### src/rtl/wdr_pkg.sv
package wdr_pkg;
  typedef enum logic [1:0] {
    ST_IDLE  = 2'd0,
    ST_ARMED = 2'd1,
    ST_HBEAT = 2'd2
  } wdr_state_e;

  typedef enum logic {
    MSG_ALERT = 1'b0,
    MSG_HBEAT = 1'b1
  } wdr_kind_e;
endpackage

### src/rtl/wdr_hb_timer.sv
module wdr_hb_timer #(
  parameter int HB_TICKS = 31
) (
  input  logic clk_i,
  input  logic rst_ni,
  input  logic run_i,
  input  logic tick_i,
  output logic due_o
);
  localparam int CNT_W = (HB_TICKS > 1) ? $clog2(HB_TICKS) : 1;
  localparam logic [CNT_W-1:0] LAST = CNT_W'(HB_TICKS - 1);

  logic [CNT_W-1:0] cnt_q;
  logic             at_last;

  assign at_last = (cnt_q == LAST);
  assign due_o   = run_i & tick_i & at_last;

  always_ff @(posedge clk_i or negedge rst_ni) begin
    if (!rst_ni) begin
      cnt_q <= '0;
    end else if (!run_i) begin
      cnt_q <= '0;
    end else if (tick_i) begin
      cnt_q <= at_last ? '0 : cnt_q + 1'b1;
    end
  end
endmodule

### src/rtl/wdr_event_in.sv
module wdr_event_in (
  input  logic clk_i,
  input  logic rst_ni,
  input  logic pwr_good_i,
  input  logic bus_rst_cmd_i,
  output logic rst_evt_o
);
  logic pg_q;

  always_ff @(posedge clk_i or negedge rst_ni) begin
    if (!rst_ni) pg_q <= 1'b1;
    else         pg_q <= pwr_good_i;
  end

  // power-good falling edge or bus command
  assign rst_evt_o = (pg_q & ~pwr_good_i) | bus_rst_cmd_i;
endmodule

### src/rtl/wdr_msg_queue.sv
module wdr_msg_queue #(
  parameter int SEQ_W = 8
) (
  input  logic             clk_i,
  input  logic             rst_ni,
  input  logic             alert_i,
  input  logic             hb_i,
  input  logic             flush_hb_i,
  input  logic             wd_evt_i,
  input  logic             ready_i,
  output logic             valid_o,
  output logic             kind_o,
  output logic             wd_evt_o,
  output logic [SEQ_W-1:0] seq_o
);
  import wdr_pkg::*;

  logic             valid_q, kind_q, wd_evt_q;
  logic [SEQ_W-1:0] seq_q;
  logic             owed_alert_q, owed_hb_q;
  logic             accept, free, want_alert, want_hb, load_alert, load_hb;

  always_comb begin
    accept     = valid_q & ready_i;
    free       = ~valid_q | accept;
    want_alert = owed_alert_q | alert_i;
    want_hb    = (owed_hb_q & ~flush_hb_i) | hb_i;
    load_alert = free & want_alert;
    load_hb    = free & ~want_alert & want_hb;
  end

  always_ff @(posedge clk_i or negedge rst_ni) begin
    if (!rst_ni) begin
      valid_q      <= 1'b0;
      kind_q       <= MSG_ALERT;
      wd_evt_q     <= 1'b0;
      seq_q        <= '0;
      owed_alert_q <= 1'b0;
      owed_hb_q    <= 1'b0;
    end else begin
      if (load_alert || load_hb) begin
        valid_q  <= 1'b1;
        kind_q   <= load_hb ? MSG_HBEAT : MSG_ALERT;
        wd_evt_q <= wd_evt_i;
        seq_q    <= seq_q + 1'b1;
      end else if (accept) begin
        valid_q <= 1'b0;
      end
      owed_alert_q <= want_alert & ~load_alert;
      owed_hb_q    <= want_hb & ~load_hb;   // repeats merge into one
    end
  end

  assign valid_o  = valid_q;
  assign kind_o   = kind_q;
  assign wd_evt_o = wd_evt_q;
  assign seq_o    = seq_q;
endmodule

### src/rtl/wdr_policy_fsm.sv
module wdr_policy_fsm (
  input  logic clk_i,
  input  logic rst_ni,
  input  logic reboot_policy_i,
  input  logic expire_i,
  input  logic clr_i,
  input  logic override_i,
  input  logic press_i,
  input  logic rst_evt_i,
  input  logic due_i,
  output logic sts_o,
  output logic sts_next_o,
  output logic run_o,
  output logic alert_o,
  output logic hb_o,
  output logic flush_o,
  output logic reboot_req_o,
  output logic soft_off_req_o,
  output logic wake_req_o,
  output logic sys_reset_req_o
);
  import wdr_pkg::*;

  wdr_state_e state_q, state_d;
  logic sts_q, sts_d, soft_q, soft_d;
  logic reboot_q, reboot_d, off_q, off_d, wake_q, wake_d, sreset_q, sreset_d;

  always_comb begin
    state_d  = state_q;
    sts_d    = sts_q;
    soft_d   = soft_q;
    alert_o  = 1'b0;
    hb_o     = 1'b0;
    flush_o  = 1'b0;
    reboot_d = 1'b0;
    off_d    = 1'b0;
    wake_d   = 1'b0;
    sreset_d = 1'b0;
    unique case (state_q)
      ST_IDLE: begin
        if (expire_i) begin
          sts_d   = 1'b1;
          alert_o = 1'b1;
          if (reboot_policy_i) begin
            reboot_d = 1'b1;
            state_d  = ST_ARMED;
          end else begin
            state_d  = ST_HBEAT;
          end
        end
      end
      ST_ARMED: begin
        if (clr_i) begin
          sts_d   = 1'b0;
          state_d = ST_IDLE;
        end else if (expire_i) begin
          hb_o    = 1'b1;               // reboot failed: start heartbeats
          state_d = ST_HBEAT;
        end
      end
      ST_HBEAT: begin
        if (clr_i) begin
          sts_d   = 1'b0;
          soft_d  = 1'b0;
          flush_o = 1'b1;
          state_d = ST_IDLE;
        end else begin
          hb_o = due_i;
          if (rst_evt_i) begin
            sreset_d = 1'b1;
            soft_d   = 1'b0;
          end else if (override_i) begin
            off_d  = 1'b1;
            soft_d = 1'b1;
          end else if (press_i && soft_q) begin
            wake_d = 1'b1;
            soft_d = 1'b0;
          end
        end
      end
      default: state_d = ST_IDLE;
    endcase
  end

  always_ff @(posedge clk_i or negedge rst_ni) begin
    if (!rst_ni) begin
      state_q  <= ST_IDLE;
      sts_q    <= 1'b0;
      soft_q   <= 1'b0;
      reboot_q <= 1'b0;
      off_q    <= 1'b0;
      wake_q   <= 1'b0;
      sreset_q <= 1'b0;
    end else begin
      state_q  <= state_d;
      sts_q    <= sts_d;
      soft_q   <= soft_d;
      reboot_q <= reboot_d;
      off_q    <= off_d;
      wake_q   <= wake_d;
      sreset_q <= sreset_d;
    end
  end

  assign sts_o           = sts_q;
  assign sts_next_o      = sts_d;
  assign run_o           = (state_q == ST_HBEAT);
  assign reboot_req_o    = reboot_q;
  assign soft_off_req_o  = off_q;
  assign wake_req_o      = wake_q;
  assign sys_reset_req_o = sreset_q;
endmodule

### src/rtl/wdt_recovery_ctrl.sv
module wdt_recovery_ctrl #(
  parameter int HB_TICKS = 31,
  parameter int SEQ_W    = 8
) (
  input  logic             clk_i,
  input  logic             rst_ni,
  input  logic             reboot_policy_i,
  input  logic             wdt_expire_i,
  input  logic             tick_i,
  input  logic             sts_clr_i,
  input  logic             pb_override_i,
  input  logic             pb_press_i,
  input  logic             pwr_good_i,
  input  logic             bus_rst_cmd_i,
  input  logic             msg_ready_i,
  output logic             sts_o,
  output logic             reboot_req_o,
  output logic             soft_off_req_o,
  output logic             wake_req_o,
  output logic             sys_reset_req_o,
  output logic             msg_valid_o,
  output logic             msg_kind_o,
  output logic             msg_wd_evt_o,
  output logic [SEQ_W-1:0] msg_seq_o
);
  logic rst_evt, due, run, alert, hb, flush, sts_next;

  wdr_event_in u_evt (
    .clk_i        (clk_i),
    .rst_ni       (rst_ni),
    .pwr_good_i   (pwr_good_i),
    .bus_rst_cmd_i(bus_rst_cmd_i),
    .rst_evt_o    (rst_evt)
  );

  wdr_hb_timer #(.HB_TICKS(HB_TICKS)) u_timer (
    .clk_i (clk_i),
    .rst_ni(rst_ni),
    .run_i (run),
    .tick_i(tick_i),
    .due_o (due)
  );

  wdr_policy_fsm u_fsm (
    .clk_i          (clk_i),
    .rst_ni         (rst_ni),
    .reboot_policy_i(reboot_policy_i),
    .expire_i       (wdt_expire_i),
    .clr_i          (sts_clr_i),
    .override_i     (pb_override_i),
    .press_i        (pb_press_i),
    .rst_evt_i      (rst_evt),
    .due_i          (due),
    .sts_o          (sts_o),
    .sts_next_o     (sts_next),
    .run_o          (run),
    .alert_o        (alert),
    .hb_o           (hb),
    .flush_o        (flush),
    .reboot_req_o   (reboot_req_o),
    .soft_off_req_o (soft_off_req_o),
    .wake_req_o     (wake_req_o),
    .sys_reset_req_o(sys_reset_req_o)
  );

  wdr_msg_queue #(.SEQ_W(SEQ_W)) u_msg (
    .clk_i     (clk_i),
    .rst_ni    (rst_ni),
    .alert_i   (alert),
    .hb_i      (hb),
    .flush_hb_i(flush),
    .wd_evt_i  (sts_next),
    .ready_i   (msg_ready_i),
    .valid_o   (msg_valid_o),
    .kind_o    (msg_kind_o),
    .wd_evt_o  (msg_wd_evt_o),
    .seq_o     (msg_seq_o)
  );
endmodule

### config.mk
export PLATFORM = sky130hd
export DESIGN_NAME = wdt_recovery_ctrl
export DESIGN_NICKNAME = d
export VERILOG_FILES = /design/src/rtl/wdr_pkg.sv /design/src/rtl/wdr_hb_timer.sv /design/src/rtl/wdr_event_in.sv /design/src/rtl/wdr_msg_queue.sv /design/src/rtl/wdr_policy_fsm.sv /design/src/rtl/wdt_recovery_ctrl.sv
export SDC_FILE = /design/constraint.sdc
export NUM_CORES = 1
export LEC_CHECK = 0
export ABC_AREA = 1
export BUFFER_PORTS_ARGS = -buffer_cell sky130_fd_sc_hd__buf_2
export CAP_MARGIN = 30
export CORE_ASPECT_RATIO = 0.6
export CORE_MARGIN = 2
export CORE_UTILIZATION = 38
export DETAILED_ROUTE_END_ITERATION = 16
export HOLD_SLACK_MARGIN = 0.06
export PLACE_DENSITY = 0.59
export SLEW_MARGIN = 10
export SYNTH_ARGS = -nofsm -noshare
export SYNTH_HDL_FRONTEND = slang
export SYNTH_SLANG_ARGS = --single-unit
### constraint.sdc
create_clock -name clk_i -period 1.6 [get_ports clk_i]
set_input_delay 0.16 -clock clk_i [delete_from_list [all_inputs] [get_ports clk_i]]
set_output_delay 0.16 -clock clk_i [all_outputs]
set_load 0.02 [all_outputs]
; Word level (Yosys, flattened, before mapping)
; Cells that the tools add are included.
[word_totals]
register_bits = 27
latchBits = 0
ramBits = 0
rom_bits = 0
input_bits = 11
out_inout_bits = 16
word_cells = 93
mem_count = 0
[classes]
n_addsub = 2
mul = 0
n_div = 0
order_cmp = 0
eq_ne = 7
shift = 0
mux = 41
bitwise_logic = 20
reduce_logical = 8
[op_table]
columns = op, n
row1 = $mux W1, 30
row2 = $mux W5, 3
row3 = $and A1 B1 Y1, 10
row4 = $mux W2, 5
row5 = $add A8 B1 Y8 const B, 1
row6 = $ne A2 B2 Y1 const B, 3
row7 = $not A1 Y1, 6
row8 = $pmux W2 S3, 1
row9 = $add A5 B1 Y5 const B, 1
row10 = $eq A5 B5 Y1 const B, 1
row11 = $or A1 B1 Y1, 4
row12 = $pmux W1 S2, 2
row13 = $reduce_bool A4 Y1, 1
row14 = $ne A3 B3 Y1 const B, 1
row15 = $reduce_and A3 Y1, 1
row16 = $eq A2 B1 Y1 const B, 1
row17 = $eq A2 B2 Y1 const B, 1
row18 = $logic_not A2 Y1, 1
row19 = $reduce_and A2 Y1, 1
row20 = $reduce_bool A2 Y1, 1
row21 = $reduce_or A2 Y1, 1
row22 = $logic_and A1 B1 Y1, 1
row23 = $logic_or A1 B1 Y1, 1

; Depth between registers and ports, before layout
[logic_depth]
ltp_word = 9
mapped_depth = 12
ltp_nobuf = 11

; Hierarchy
; Synthesis repeated with hierarchy kept, for this count alone.
[unflattened]
cells_unflattened = 200
hier_area_um2 = 1555.2
[modules_own_cells]
columns = mod, instances, cells_per_inst, area_per_inst_um2, seq_area_each_um2
row1 = wdr_msg_queue, 1, 82, 679.4, 325.3
row2 = wdr_policy_fsm, 1, 74, 535.5, 200.2
row3 = wdr_hb_timer, 1, 39, 299.0, 125.1
row4 = wdr_event_in, 1, 5, 41.3, 26.3

; Least setup slack after synthesis
; OpenSTA, ideal clock, no wires.
[synth_path]
path_kind = register -> register
startpoint = register u_fsm.state_q[0]
endpoint = register u_msg.seq_q[5] (netlist: u_msg.seq_o[5])
setup_time_ps = 118
t_arrival_ps = 1405
required_time_ps = 1482
setup_slack_ps = 77
stages_incl_launch_ff = 13
n_path_buf = 1
period_less_slack_ps = 1523
path_cell_list = dfrtp_1 inv_1 ha_1 nand2_4 nor2_1 nand2_1 nand2_1 nand2_2 nand3_4 nand2_4 buf_6 nand2_1 nand2_1
[synth_between]
elab_chain_cells = 8
word_cells_on_any_way = 18
cone_classes = 2 x eq/ne / 4 x mux / 10 x bitwise / 2 x reduce/logical
[synth_rtl]
columns = item, line_no
row1 = from (decl), wdr_policy_fsm.sv:24  ; wdr_state_e state_q, state_d;
row2 = from (signal assigned), wdr_policy_fsm.sv:95  ; state_q <= state_d;
row3 = $eq A2 B2 Y1, "wdr_policy_fsm.sv:39, wdr_policy_fsm.sv:107"
row4 = $and A1 B1 Y1 (2 in a row), wdr_hb_timer.sv:17  ; assign due_o = run_i & tick_i & at_last;
row5 = $mux W1, wdr_policy_fsm.sv:62  ; if (clr_i) begin
row6 = $pmux W1 S2, wdr_policy_fsm.sv:39  ; unique case (state_q)
row7 = $or A1 B1 Y1, wdr_msg_queue.sv:27  ; want_hb = (owed_hb_q & ~flush_hb_i) | hb_i;
row8 = $and A1 B1 Y1, wdr_msg_queue.sv:29  ; load_hb = free & ~want_alert & want_hb;
row9 = $logic_or A1 B1 Y1 *, wdr_msg_queue.sv:41  ; if (load_alert || load_hb) begin
row10 = to (signal assigned), wdr_msg_queue.sv:45  ; seq_q <= seq_q + 1'b1;
row11 = to (decl), wdr_msg_queue.sv:19  ; logic [SEQ_W-1:0] seq_q;
; Mark *: on every way between the ends. The rest lies on a longest branch, timed or not.
; A chain may end at the register's enable or synchronous reset.

; Worst setup path after layout
[layout_path]
startpoint = register u_fsm.state_q[1]
endpoint = register u_msg.wd_evt_q (netlist: u_msg.wd_evt_o)
[layout_between]
word_cells_on_any_way = 20
cone_classes = 2 x eq/ne / 5 x mux / 10 x bitwise / 3 x reduce/logical
[layout_rtl]
columns = item, line_no
row1 = $eq A2 B2 Y1 / $eq A2 B1 Y1 (equally long branches), wdr_policy_fsm.sv:39
row2 = $reduce_or A2 Y1 (no line), --
row3 = $pmux W1 S2 *, wdr_policy_fsm.sv:39
row4 = via sts_next, wdt_recovery_ctrl.sv:26  ; logic rst_evt, due, run, alert, hb, flush, sts_next;
row5 = to (signal assigned), wdr_msg_queue.sv:44  ; wd_evt_q <= wd_evt_i;
row6 = to (decl), wdr_msg_queue.sv:18  ; logic valid_q, kind_q, wd_evt_q;
; Mark *: on every way through the listed nets, which the timed path passes. The rest lies on a longest branch.

==> results.ini <==
[outcome]
outcome = finished clean

[finish]
fillerInstances = 320
drive_above_1_share_pct = 30.5
area_growth_syn_to_layout_pct = 28.0
nNetsFinal = 216
num_antenna_cells = 0
finalInstanceArea_um2 = 1740
largest_reg_flops = 8

[clock_tree]
clkTransAtPathRegs_ns = 0.09
cts_made_buffers = 3
cts_tree = done
clock_sinks = 27
htree_levels = 1
clk_path_buf_depth = 2
cts-root-buf = clkbuf_8
insertion_delay_ns = 0.27

[critical_path]
arrival_ns = 1.68
critPathLaunch = u_fsm.state_q[1]
r2r_end = u_msg.wd_evt_o
cpPeakStageDelay_ns = 0.44
cp_num_buf_inv = 4
cpMostUsedCell = inv_1
path_class = reg2reg
end_kind = flop
path_cells = inv_2, ha_1, buf_4, inv_1, nor3_2, o21ai_0, inv_1, nand3_1, nand2_1
crit_fanout = 3
crit_slowest_cell = dfrtp_1
required_ns = 1.77
cp-start-kind = flop
r2r_cells = 9
r2r_slack_ns = 0.09
cp_top_family = flip-flops
r2r_start = u_fsm.state_q[1]

[synth]
netlist_area_um2 = 1360
synth_cell_types = 23
netlist_top_cells_area = dfrtp_1 48%, nand2_1 11%, ha_1 6.4%, nand3_1 5.5%, nor2_1 5.5%
synth_nets = 176
ys_ff_latch = 27
synth_largest_area_cell = dfrtp_1
netlist.area_leader.share_pct = 47.8
syn_inst = 158
ys_seq_area_share_pct = 49.7
yosys_warnings = 0
syn_avg_cell_area_um2 = 8.62

[floorplanning]
ios = 27
die_x_um = 81.3
rows = 16
die_h_um = 50.4
coreArea_um2 = 3340
fp.dieArea_um2 = 4090
initial_utilization_pct = 40.7

[pwr]
p_int_uw = 1570
power_uw = 2800
powerDensity_nw_per_um2 = 1600
p_sw_share_pct = 43.9
power_frac_seq_pct = 36.6
pwr-share-comb_pct = 49.8
p_sw_uw = 1230
p_leak_uw = 0.000941
peakVddDrop_mv = 0.865
clkPwrFrac_pct = 13.6

[run]
maxCapViolations = 0

[place]
place_hpwl_mm = 2.09
gp_congestion = 0.813
portBuffers = 26
postPlaceCellArea_um2 = 1560

[timing]
post-route-period-util_pct = 94.6
hold_viol = 0
clock_skew_ns = 0.00270
maxSlewViolCount = 0
fmax_mhz = 661
tightest_slew_ns = 0.608
layout_min_cycle_time_ns = 1.51
relSlewSlack_pct = 59.5
final-setup-viol-count = 0

[detailed_routing]
vias = 1138
routed_via_density = 4.70
routed_wirelength_mm = 2.96
drt_first_pass_iters = 4
avgRoutedWirePerCell_um = 12.2
ant_nets = 0
drc_errors = 0
drt-initial-drc-count = 75

[min_path]
holdPathStages = 3
min-delay-path-class = in2reg
hold_end = u_fsm.reboot_req_o
min-delay-start = reboot_policy_i

[global_route]
grt_max_degree = 28
grt_use_total_pct = 15.1
grt_pass1_vias = 1032
antenna_found_initial = 0
grt.overflow.total = 0
grt_pass1_wl_mm = 4.78

## power by group through the flow
stage	Sequential, µW	Clock [µW]	Combinational (µW)
2_1_floorplan	1130	0	701
3_3_place_gp	1010	0	1150
3_5_place_dp	1020	0	1170
4_1_cts	1000	402	1180
5_1_grt	1050	424	1570
6_report	1020	379	1390
## worst min-delay path, stage by stage
cell and delay (ns):
buf_2 0.10, nand2_1 0.07, nor2_1 0.04
## synthesized netlist by cell type (all sizes together)
| library cell | count |
|---|---|
| inv | 17 |
| clkbuf | 1 |
| xor2 | 5 |
| a21oi | 7 |
| xnor2 | 3 |
| and3 | 1 |
| nand2 | 42 |
| a31oi | 1 |
| o22ai | 1 |
| nand4 | 2 |
| dfrtp | 26 |
| buf | 1 |
| nor2 | 20 |
| o21ai | 6 |
| dfstp | 1 |
| nor3 | 1 |
| ha | 7 |
| nand3 | 16 |
## placed cells by master (no fill, tap or decap), drive strengths merged
| master | n |
|---|---|
| xor2 | 5 |
| o21ai | 6 |
| xnor2 | 3 |
| nor2 | 20 |
| ha | 7 |
| dfrtp | 26 |
| nand4 | 2 |
| nor3 | 1 |
| a21oi | 7 |
| and3 | 1 |
| a31oi | 1 |
| buf | 33 |
| inv | 17 |
| dfstp | 1 |
| nand3 | 17 |
| clkbuf | 3 |
| clkinv | 1 |
| nand2 | 43 |
| dlygate4sd3 | 2 |
| o22ai | 1 |
## layout make-up
| class | instances | area [µm²] | share of cell area, % |
|---|---|---|---|
| Clock buffer | 3 | 41.3 | 2.37 |
| Clock inverter | 1 | 5.00 | 0.287 |
| Inverter | 17 | 63.8 | 3.66 |
| Multi-Input combinational cell | 114 | 697 | 40.0 |
| Sequential cell | 27 | 677 | 38.8 |
| Tap cell | 45 | 56.3 | 3.23 |
| Timing Repair Buffer | 35 | 203 | 11.6 |
## routing by layer
metal / up-vias / share of wire (%) / global-route usage (%) / wire length (µm)
met3: 4 / 4.4 / 5.40 / 131
li1: 586 / - / - / -
met1: 527 / 53 / 23.2 / 1590
met5: - / 0 / 0 / 0
met2: 21 / 42 / 20.8 / 1230
met4: 0 / 0.44 / 1.69 / 13
## stage by stage
stage	setup TNS (ns)	setup WS, ns	utilization (%)	hold slack, ns	std cells
3_5_place_dp	0	0.0335	46.5	0.203	230
2_1_floorplan	0	0.0768	-	-0.136	158
6_report	0	0.0870	52.1	0.137	242
5_1_grt	-0.0567	-0.0314	52.1	0.143	242
4_1_cts	0	0.0113	48.5	0.128	236
3_3_place_gp	0	0.0695	46.5	0.210	230
## how the worst max path moves through the flow
stage	slack [ns]	cells after the start	endpoint
detailed placement	0.03	11	u_msg.seq_o[7]
global placement	0.07	11	u_msg.wd_evt_o
finish	0.09	9	u_msg.wd_evt_o
CTS	0.01	11	u_msg.seq_o[7]
floorplan	0.08	12	u_msg.seq_o[5]
global route	-0.03	9	u_msg.wd_evt_o
## what timing repair did
item	CTS	global route
resized for setup	0	19
hold buffers	2	0
buffers inserted	0	4
hold endpoints to repair	27	0
endpoints found under the setup margin	0	16
## cells by family (layout without fill, tap and decap cells)
family,count (synthesis),after routing,synth area share [%]
buf+inv,19,56,5.79
flops,27,27,49.7
compound gates,15,15,5.97
simple gates,82,84,26.9
xor+xnor,8,8,5.15
fa+ha+maj,7,7,6.43
Power figures use the tool's default switching activity.
